**config.mk**
```make
export PLATFORM = sky130hd
export DESIGN_NAME = boot_shadow_decoder
export DESIGN_NICKNAME = d
export VERILOG_FILES = /design/src/rtl/bsd_pkg.sv /design/src/rtl/bsd_window_match.sv /design/src/rtl/bsd_ctrl_regs.sv /design/src/rtl/bsd_select.sv /design/src/rtl/boot_shadow_decoder.sv
export SDC_FILE = /design/constraint.sdc
export NUM_CORES = 1
export LEC_CHECK = 0
export ABC_AREA = 1
export CAP_MARGIN = 25
export CORE_ASPECT_RATIO = 1.25
export CORE_MARGIN = 4
export CORE_UTILIZATION = 34
export DETAILED_ROUTE_END_ITERATION = 7
export PLACE_DENSITY = 0.81
export SYNTH_ARGS = -nofsm -noshare
export SYNTH_HDL_FRONTEND = slang
export SYNTH_SLANG_ARGS = --single-unit
```
**constraint.sdc**
```tcl
create_clock -name clk -period 1.4 [get_ports clk]
set_input_delay 0.14 -clock clk [delete_from_list [all_inputs] [get_ports clk]]
set_output_delay 0.14 -clock clk [all_outputs]
set_load 0.005 [all_outputs]
```
**src/rtl/bsd_pkg.sv**
```systemverilog
// Shared encodings for the boot-shadowing decoder.
// Assumes a three-device map: RAM, byte-wide flash, I/O.
package bsd_pkg;
    // Port width reported back to the CPU for dynamic bus sizing.
    typedef enum logic [1:0] {
        PS_32 = 2'b00,
        PS_8  = 2'b01,
        PS_16 = 2'b10
    } port_size_e;

    // Which decode path claimed the current cycle.
    typedef enum logic [2:0] {
        TGT_NONE,
        TGT_RAM,
        TGT_FLASH_FC,
        TGT_FLASH_PAGE,
        TGT_FLASH_BOOT,
        TGT_IO
    } target_e;
endpackage

```
**src/rtl/bsd_window_match.sv**
```systemverilog
// Compares the upper address bits (the tag) against a fixed window base.
// Assumes windows are aligned to their own size.
module bsd_window_match #(
    parameter int unsigned TAG_W = 8,
    parameter int unsigned BASE  = 0
) (
    input  logic [TAG_W-1:0] tag,
    output logic             hit
);
    localparam logic [TAG_W-1:0] BASE_L = TAG_W'(BASE);

    // Window hit on exact tag equality.
    always_comb hit = (tag == BASE_L);
endmodule

```
**src/rtl/bsd_ctrl_regs.sv**
```systemverilog
// Holds the flash page register and the shadow enable bit.
// Captures them from ordinary write cycles to two offsets inside the I/O hole.
// Assumes register writes are idempotent if the strobe spans several clocks.
module bsd_ctrl_regs #(
    parameter int unsigned FC_W       = 3,
    parameter int unsigned WIN_BITS   = 16,
    parameter int unsigned PAGE_W     = 8,
    parameter int unsigned PAGE_OFF   = 16'hFF00,
    parameter int unsigned CTRL_OFF   = 16'hFF01,
    parameter int unsigned FC_FLASH   = 3,
    parameter int unsigned FC_CPU     = 7
) (
    input  logic                clk,
    input  logic                rst_n,
    input  logic                as_n,
    input  logic                rw,
    input  logic [FC_W-1:0]     fc,
    input  logic                io_hit,
    input  logic [WIN_BITS-1:0] offset,
    input  logic [PAGE_W-1:0]   wdata,
    output logic [PAGE_W-1:0]   page_q,
    output logic                shadow_q
);
    localparam logic [WIN_BITS-1:0] PAGE_OFF_L = WIN_BITS'(PAGE_OFF);
    localparam logic [WIN_BITS-1:0] CTRL_OFF_L = WIN_BITS'(CTRL_OFF);
    localparam logic [FC_W-1:0]     FC_FLASH_L = FC_W'(FC_FLASH);
    localparam logic [FC_W-1:0]     FC_CPU_L   = FC_W'(FC_CPU);

    logic wr_cycle;
    logic wr_page;
    logic wr_ctrl;

    // A write cycle that belongs to the normal data map.
    always_comb begin
        wr_cycle = !as_n && !rw && (fc != FC_FLASH_L) && (fc != FC_CPU_L) && io_hit;
        wr_page  = wr_cycle && (offset == PAGE_OFF_L);
        wr_ctrl  = wr_cycle && (offset == CTRL_OFF_L);
    end

    // Page register update.
    always_ff @(posedge clk) begin
        if (!rst_n)       page_q <= '0;
        else if (wr_page) page_q <= wdata;
    end

    // Shadow enable update.
    always_ff @(posedge clk) begin
        if (!rst_n)       shadow_q <= 1'b0;
        else if (wr_ctrl) shadow_q <= wdata[0];
    end

    assert_page_load_R5: assert property (@(posedge clk) disable iff (!rst_n)
        (!as_n && !rw && fc != FC_FLASH_L && fc != FC_CPU_L && io_hit && offset == PAGE_OFF_L)
        |=> (page_q == $past(wdata)));

    assert_shadow_load_R7: assert property (@(posedge clk) disable iff (!rst_n)
        (!as_n && !rw && fc != FC_FLASH_L && fc != FC_CPU_L && io_hit && offset == CTRL_OFF_L)
        |=> (shadow_q == $past(wdata[0])));

    assert_hold_state_R10: assert property (@(posedge clk) disable iff (!rst_n)
        (as_n || rw || fc == FC_FLASH_L || fc == FC_CPU_L)
        |=> ($stable(page_q) && $stable(shadow_q)));
endmodule

```
**src/rtl/bsd_select.sv**
```systemverilog
// Picks one target per cycle by fixed priority and forms the chip selects,
// the port size and the flash byte offset.
// Priority: CPU space, function-code flash, I/O, paged window, boot overlay, RAM.
module bsd_select
    import bsd_pkg::*;
#(
    parameter int unsigned ADDR_W   = 24,
    parameter int unsigned FC_W     = 3,
    parameter int unsigned WIN_BITS = 16,
    parameter int unsigned PAGE_W   = 8,
    parameter int unsigned FC_FLASH = 3,
    parameter int unsigned FC_CPU   = 7,
    localparam int unsigned FLASH_AW = PAGE_W + WIN_BITS
) (
    input  logic                as_n,
    input  logic                rw,
    input  logic [FC_W-1:0]     fc,
    input  logic [ADDR_W-1:0]   addr,
    input  logic                boot_hit,
    input  logic                page_hit,
    input  logic                io_hit,
    input  logic [PAGE_W-1:0]   page_q,
    input  logic                shadow_q,
    output logic                cs_ram,
    output logic                cs_flash,
    output logic                cs_io,
    output logic [1:0]          port_size,
    output logic [FLASH_AW-1:0] flash_addr
);
    localparam logic [FC_W-1:0] FC_FLASH_L = FC_W'(FC_FLASH);
    localparam logic [FC_W-1:0] FC_CPU_L   = FC_W'(FC_CPU);

    target_e             tgt;
    logic [FLASH_AW-1:0] fc_addr;

    // Direct flash offset for function-code cycles, sized to the flash.
    generate
        if (FLASH_AW <= ADDR_W) begin : g_fc_trunc
            assign fc_addr = addr[FLASH_AW-1:0];
        end else begin : g_fc_extend
            assign fc_addr = {{(FLASH_AW-ADDR_W){1'b0}}, addr};
        end
    endgenerate

    // Priority decode of the current cycle.
    always_comb begin
        tgt = TGT_NONE;
        if (!as_n && fc != FC_CPU_L) begin
            if (fc == FC_FLASH_L)                tgt = TGT_FLASH_FC;
            else if (io_hit)                     tgt = TGT_IO;
            else if (page_hit)                   tgt = TGT_FLASH_PAGE;
            else if (boot_hit && rw && !shadow_q) tgt = TGT_FLASH_BOOT;
            else                                 tgt = TGT_RAM;
        end
    end

    // Chip selects, port size and flash offset per target.
    always_comb begin
        cs_ram     = 1'b0;
        cs_flash   = 1'b0;
        cs_io      = 1'b0;
        port_size  = PS_32;
        flash_addr = '0;
        case (tgt)
            TGT_RAM: begin
                cs_ram    = 1'b1;
                port_size = PS_32;
            end
            TGT_IO: begin
                cs_io     = 1'b1;
                port_size = PS_16;
            end
            TGT_FLASH_FC: begin
                cs_flash   = 1'b1;
                port_size  = PS_8;
                flash_addr = fc_addr;
            end
            TGT_FLASH_PAGE: begin
                cs_flash   = 1'b1;
                port_size  = PS_8;
                flash_addr = {page_q, addr[WIN_BITS-1:0]};
            end
            TGT_FLASH_BOOT: begin
                cs_flash   = 1'b1;
                port_size  = PS_8;
                flash_addr = {{PAGE_W{1'b0}}, addr[WIN_BITS-1:0]};
            end
            default: ;
        endcase
    end
endmodule

```
**src/rtl/boot_shadow_decoder.sv**
```systemverilog
// Top of the boot-shadowing address decoder.
// Splits the address into window tags, runs the register block and the
// target select, and checks the chip-select rules at the ports.
// Assumes inputs are stable around the rising clock edge.
module boot_shadow_decoder #(
    parameter int unsigned ADDR_W    = 24,
    parameter int unsigned FC_W      = 3,
    parameter int unsigned WIN_BITS  = 16,
    parameter int unsigned PAGE_W    = 8,
    parameter int unsigned BOOT_TAG  = 8'h00,
    parameter int unsigned PAGE_TAG  = 8'hFE,
    parameter int unsigned IO_TAG    = 8'hFF,
    parameter int unsigned PAGE_OFF  = 16'hFF00,
    parameter int unsigned CTRL_OFF  = 16'hFF01,
    parameter int unsigned FC_FLASH  = 3,
    parameter int unsigned FC_CPU    = 7,
    localparam int unsigned TAG_W    = ADDR_W - WIN_BITS,
    localparam int unsigned FLASH_AW = PAGE_W + WIN_BITS
) (
    input  logic                clk,
    input  logic                rst_n,
    input  logic                as_n,
    input  logic                rw,
    input  logic [FC_W-1:0]     fc,
    input  logic [ADDR_W-1:0]   addr,
    input  logic [PAGE_W-1:0]   wdata,
    output logic                cs_ram,
    output logic                cs_flash,
    output logic                cs_io,
    output logic [1:0]          port_size,
    output logic [FLASH_AW-1:0] flash_addr
);
    import bsd_pkg::*;

    localparam logic [FC_W-1:0] FC_CPU_L = FC_W'(FC_CPU);

    logic              boot_hit;
    logic              page_hit;
    logic              io_hit;
    logic [PAGE_W-1:0] page_q;
    logic              shadow_q;

    // One comparator per carved-out window.
    bsd_window_match #(.TAG_W(TAG_W), .BASE(BOOT_TAG)) u_boot_win (
        .tag(addr[ADDR_W-1:WIN_BITS]), .hit(boot_hit));
    bsd_window_match #(.TAG_W(TAG_W), .BASE(PAGE_TAG)) u_page_win (
        .tag(addr[ADDR_W-1:WIN_BITS]), .hit(page_hit));
    bsd_window_match #(.TAG_W(TAG_W), .BASE(IO_TAG)) u_io_win (
        .tag(addr[ADDR_W-1:WIN_BITS]), .hit(io_hit));

    bsd_ctrl_regs #(
        .FC_W(FC_W), .WIN_BITS(WIN_BITS), .PAGE_W(PAGE_W),
        .PAGE_OFF(PAGE_OFF), .CTRL_OFF(CTRL_OFF),
        .FC_FLASH(FC_FLASH), .FC_CPU(FC_CPU)
    ) u_regs (
        .clk(clk), .rst_n(rst_n), .as_n(as_n), .rw(rw), .fc(fc),
        .io_hit(io_hit), .offset(addr[WIN_BITS-1:0]), .wdata(wdata),
        .page_q(page_q), .shadow_q(shadow_q)
    );

    bsd_select #(
        .ADDR_W(ADDR_W), .FC_W(FC_W), .WIN_BITS(WIN_BITS), .PAGE_W(PAGE_W),
        .FC_FLASH(FC_FLASH), .FC_CPU(FC_CPU)
    ) u_sel (
        .as_n(as_n), .rw(rw), .fc(fc), .addr(addr),
        .boot_hit(boot_hit), .page_hit(page_hit), .io_hit(io_hit),
        .page_q(page_q), .shadow_q(shadow_q),
        .cs_ram(cs_ram), .cs_flash(cs_flash), .cs_io(cs_io),
        .port_size(port_size), .flash_addr(flash_addr)
    );

    assert_idle_no_cs_R1: assert property (@(posedge clk) disable iff (!rst_n)
        (as_n || fc == FC_CPU_L) |-> ({cs_ram, cs_flash, cs_io} == 3'b000));

    assert_one_cs_R9: assert property (@(posedge clk) disable iff (!rst_n)
        (!as_n && fc != FC_CPU_L) |-> ($countones({cs_ram, cs_flash, cs_io}) == 1));

    assert_ram_size_R2: assert property (@(posedge clk) disable iff (!rst_n)
        cs_ram |-> (port_size == PS_32));

    assert_io_size_R3: assert property (@(posedge clk) disable iff (!rst_n)
        cs_io |-> (port_size == PS_16));

    assert_flash_size_R4: assert property (@(posedge clk) disable iff (!rst_n)
        cs_flash |-> (port_size == PS_8));

    assert_io_window_R3: assert property (@(posedge clk) disable iff (!rst_n)
        (!as_n && fc != FC_CPU_L && fc != FC_W'(FC_FLASH) && io_hit) |-> cs_io);
endmodule

```
==> metrics.txt <==
# TYPE chip_impl_metric gauge
chip_impl_metric{name="total_nets_final",unit=""} 307
chip_impl_metric{name="floorplan.die.width",unit="um"} 55.1
chip_impl_metric{name="initial_utilization",unit=""} 0.352
chip_impl_metric{name="worst_slew_margin_rel",unit=""} 0.838
chip_impl_info{name="classification_of_the_worst_slack_hold_path",value="in2reg"} 1
chip_impl_metric{name="antenna_found_initial",unit=""} 0
chip_impl_metric{name="totalNegativeSetupSlack",unit="ps"} -5750
chip_impl_metric{name="yosys_warnings",unit=""} 0
chip_impl_metric{name="synth_mux_area_frac",unit=""} 0
chip_impl_metric{name="stdcell_count",unit=""} 301
chip_impl_metric{name="setup_viol_count_final",unit=""} 29
chip_impl_metric{name="pin_count",unit=""} 68
chip_impl_metric{name="antenna_violating_nets_post_route",unit=""} 0
chip_impl_metric{name="iteration_count_of_the_initial_detailed_routing_pass",unit=""} 4
chip_impl_metric{name="finalWorstSetupSlack",unit="ps"} -237
chip_impl_info{name="tritoncts",value="built"} 1
chip_impl_metric{name="grt-ovfl-total",unit=""} 0
chip_impl_metric{name="static-leakage-power",unit="nW"} 0.936
chip_impl_info{name="setup_repair_after_global_routing_missed_its_margin",value="true"} 1
chip_impl_metric{name="numPortBuffers",unit=""} 67
chip_impl_metric{name="synth.distinct_cells",unit=""} 19
chip_impl_metric{name="final_period_util",unit=""} 1.17
chip_impl_metric{name="groute.usage.overall",unit=""} 0.214
chip_impl_info{name="worst_setup_path_end_kind",value="output port"} 1
chip_impl_info{name="slowest_stage",value="dfxtp_2"} 1
chip_impl_metric{name="htreeDepth",unit=""} 1
chip_impl_metric{name="yosys_register_bits",unit=""} 9
chip_impl_metric{name="maximum_net_fanout_on_the_critical_path",unit=""} 8
chip_impl_info{name="worstSetupStartpoint",value="u_regs.shadow_q"} 1
chip_impl_metric{name="clk_path_buf_depth",unit=""} 2
chip_impl_info{name="run_status",value="finished, violations left"} 1
chip_impl_metric{name="route.vias.total",unit=""} 1476
chip_impl_metric{name="clock_skew",unit="ps"} 0
chip_impl_metric{name="synth_simple_gate_area_frac",unit=""} 0.599
chip_impl_info{name="hold_path_startpoint",value="wdata[2]"} 1
chip_impl_metric{name="layout-drive-gt1-share",unit=""} 0.457
chip_impl_metric{name="detail_route.wirelength",unit="mm"} 4.03
chip_impl_metric{name="hold_viol_final",unit=""} 0
chip_impl_metric{name="vdd_drop_max",unit="mV"} 0.504
chip_impl_metric{name="maxCapViolCount",unit=""} 0
chip_impl_metric{name="cts_made_buffers",unit=""} 3
chip_impl_metric{name="first_iter_violations",unit=""} 43
chip_impl_metric{name="dieArea",unit="sq um"} 3690
chip_impl_metric{name="fin_crit",unit="ps"} 1640
chip_impl_info{name="main_combinational_cell_family_by_area_after_synthesis",value="simple AND/OR/NAND/NOR gates"} 1
chip_impl_metric{name="grt_first_pass_wirelength",unit="mm"} 5.88
chip_impl_info{name="most_frequent_cells_in_the_layout",value="nand2_1, buf_2, buf_4"} 1
chip_impl_metric{name="coreArea",unit="sq um"} 2680
chip_impl_metric{name="pin_count_of_the_biggest_net_entering_global_routing",unit=""} 11
chip_impl_info{name="cts-root-buf",value="clkbuf_4"} 1
chip_impl_metric{name="routed_wire_length_per_instance",unit="um"} 13.4
chip_impl_metric{name="std_cell_rows",unit=""} 21
chip_impl_metric{name="die_h",unit="um"} 66.9
chip_impl_metric{name="timing.critical_path.arrival",unit="ps"} 1500
chip_impl_metric{name="finalMaxSlewViolations",unit=""} 0
chip_impl_metric{name="clock.fmax",unit="MHz"} 611
chip_impl_info{name="startpoint_type_of_the_worst_setup_path",value="flop"} 1
chip_impl_metric{name="first_global_vias",unit=""} 1361
chip_impl_metric{name="ys_seq_area_frac",unit=""} 0.191
chip_impl_info{name="violations_in_the_final_reports",value="setup timing"} 1
chip_impl_metric{name="place_ws",unit="ps"} -803
chip_impl_metric{name="antennaDiodeCount",unit=""} 0
chip_impl_info{name="timing.critical_path.cells",value="inv_2 > nand3_1 > nor2_2 > nand3_2 > nand2_4 > buf_12 > inv_12 > nor2_1 > buf_2"} 1
chip_impl_metric{name="final_util",unit=""} 0.714
chip_impl_metric{name="synth_xor_xnor_area_share",unit=""} 0
chip_impl_metric{name="worst_skew_pair.late_latency",unit="ps"} 270
chip_impl_metric{name="worst_pin_slew",unit="ps"} 242
chip_impl_info{name="timing.setup.critical_path_class",value="reg2out"} 1
chip_impl_metric{name="fillerInstances",unit=""} 221
chip_impl_metric{name="cts.reportedPaths.clkPinSlew",unit="ps"} 60
chip_impl_metric{name="synthesis.area_per_instance",unit="sq um"} 5.76
chip_impl_metric{name="synth-compound-area-share",unit=""} 0.0755
chip_impl_metric{name="dp_hpwl",unit="mm"} 2.60
chip_impl_metric{name="synth_area_in_adders",unit=""} 0
chip_impl_info{name="worstReg2RegStart",value="u_regs.shadow_q"} 1
chip_impl_metric{name="crit_path_required_time",unit="ps"} 1260
chip_impl_metric{name="drcViolationCount",unit=""} 0
chip_impl_metric{name="clock-sinks",unit=""} 9
chip_impl_metric{name="syn_area",unit="sq um"} 945
chip_impl_metric{name="crit_path_max_incr_delay",unit="ps"} 320
chip_impl_metric{name="dp_cells",unit=""} 279
chip_impl_metric{name="viasPerCell",unit=""} 4.90
chip_impl_metric{name="power_density",unit="nW/um^2"} 426
chip_impl_metric{name="post_syn_instances",unit=""} 164
chip_impl_info{name="final_common_cell",value="nand2_1"} 1
chip_impl_metric{name="synthesis.nets",unit=""} 203
chip_impl_metric{name="gp_routability_congestion",unit=""} 0.839
chip_impl_metric{name="area_delta_synth_final",unit="%"} 103
-- cell families after synthesis --
kind of cell           count (synthesis)
AOI/OAI and AO/OA                     12
buffers and inverters                 28
DFF                                    9
and+or+nand+nor                      115
-- power by group --
| group | internal (mW) | total, mW | switching, mW |
|---|---|---|---|
| sequential | 0.256 | 0.256 | 0.00000000242 |
| combinational | 0.192 | 0.358 | 0.166 |
| clock | 0.110 | 0.202 | 0.0918 |
| total | 0.558 | 0.815 | 0.258 |
-- synth_stat cells, drive strengths merged --
master	count	area (sq um)
inv	23	86.3
o21ai	2	10.0
nand4	1	6.26
nand3	30	150
dfxtp	9	180
buf	4	37.5
a21oi	10	61.3
nor2	39	231
clkinv	1	3.75
nand2	44	170
nand3b	1	7.51
-- per-stage QoR --
| stage | power, mW | hold slack [ps] | area (sq um) |
|---|---|---|---|
| 2_1_floorplan | 0.367 | 304 | 945 |
| 3_3_place_gp | 0.563 | 451 | 1760 |
| 3_5_place_dp | 0.566 | 455 | 1760 |
| 4_1_cts | 0.807 | 436 | 1880 |
| 5_1_grt | 0.861 | 443 | 1910 |
| 6_report | 0.815 | 449 | 1910 |
-- sequential cells by signal, summed over array words and instances (netlist names) --
name and flops:
u_regs.page_q 8, u_regs.shadow_q 1
-- final cells by class --
type | instances | area, sq um | share of cell area
inverters | 24 | 106 | 0.0556
repair buffers | 102 | 796 | 0.416
multi-input cells | 127 | 744 | 0.389
flip-flops and latches | 9 | 181 | 0.0948
well taps | 34 | 42.5 | 0.0222
repair inverters | 1 | 16.3 | 0.00850
clock buffers | 4 | 26.3 | 0.0137
-- critical path: cells and delay by family (launching register included) --
kind	cells	cell delay (ps)
buf+inv	4	370
flops	1	320
simple gates	5	550
-- worst paths after layout --
path | to | slack [ps] | depth (start not counted)
setup / recovery | flash_addr[13] | -240 | 9
setup reg to reg | u_regs.shadow_q | 740 | 3
hold / removal | u_regs.page_q[2] | 450 | 3
hold reg to reg | u_regs.page_q[6] | 460 | 2
-- routing by layer --
metal | wire length (um) | GRT usage | up-vias
met1 | 1520 | 0.232 | 684
li1 | - | - | 723
met5 | 0 | 0 | -
met2 | 2200 | 0.388 | 58
met4 | 92 | 0.0973 | 0
met3 | 218 | 0.0313 | 11
-- repair_timing --
| action | CTS | global route |
|---|---|---|
| setup buffers | 14 | 3 |
| gates cloned | 2 | 0 |
| endpoints found under the setup margin | 36 | 29 |
| resized for setup | 173 | 28 |
| pin swaps | 24 | 12 |
| hold buffers | 0 | 0 |
(Power assumes the default switching activity.)
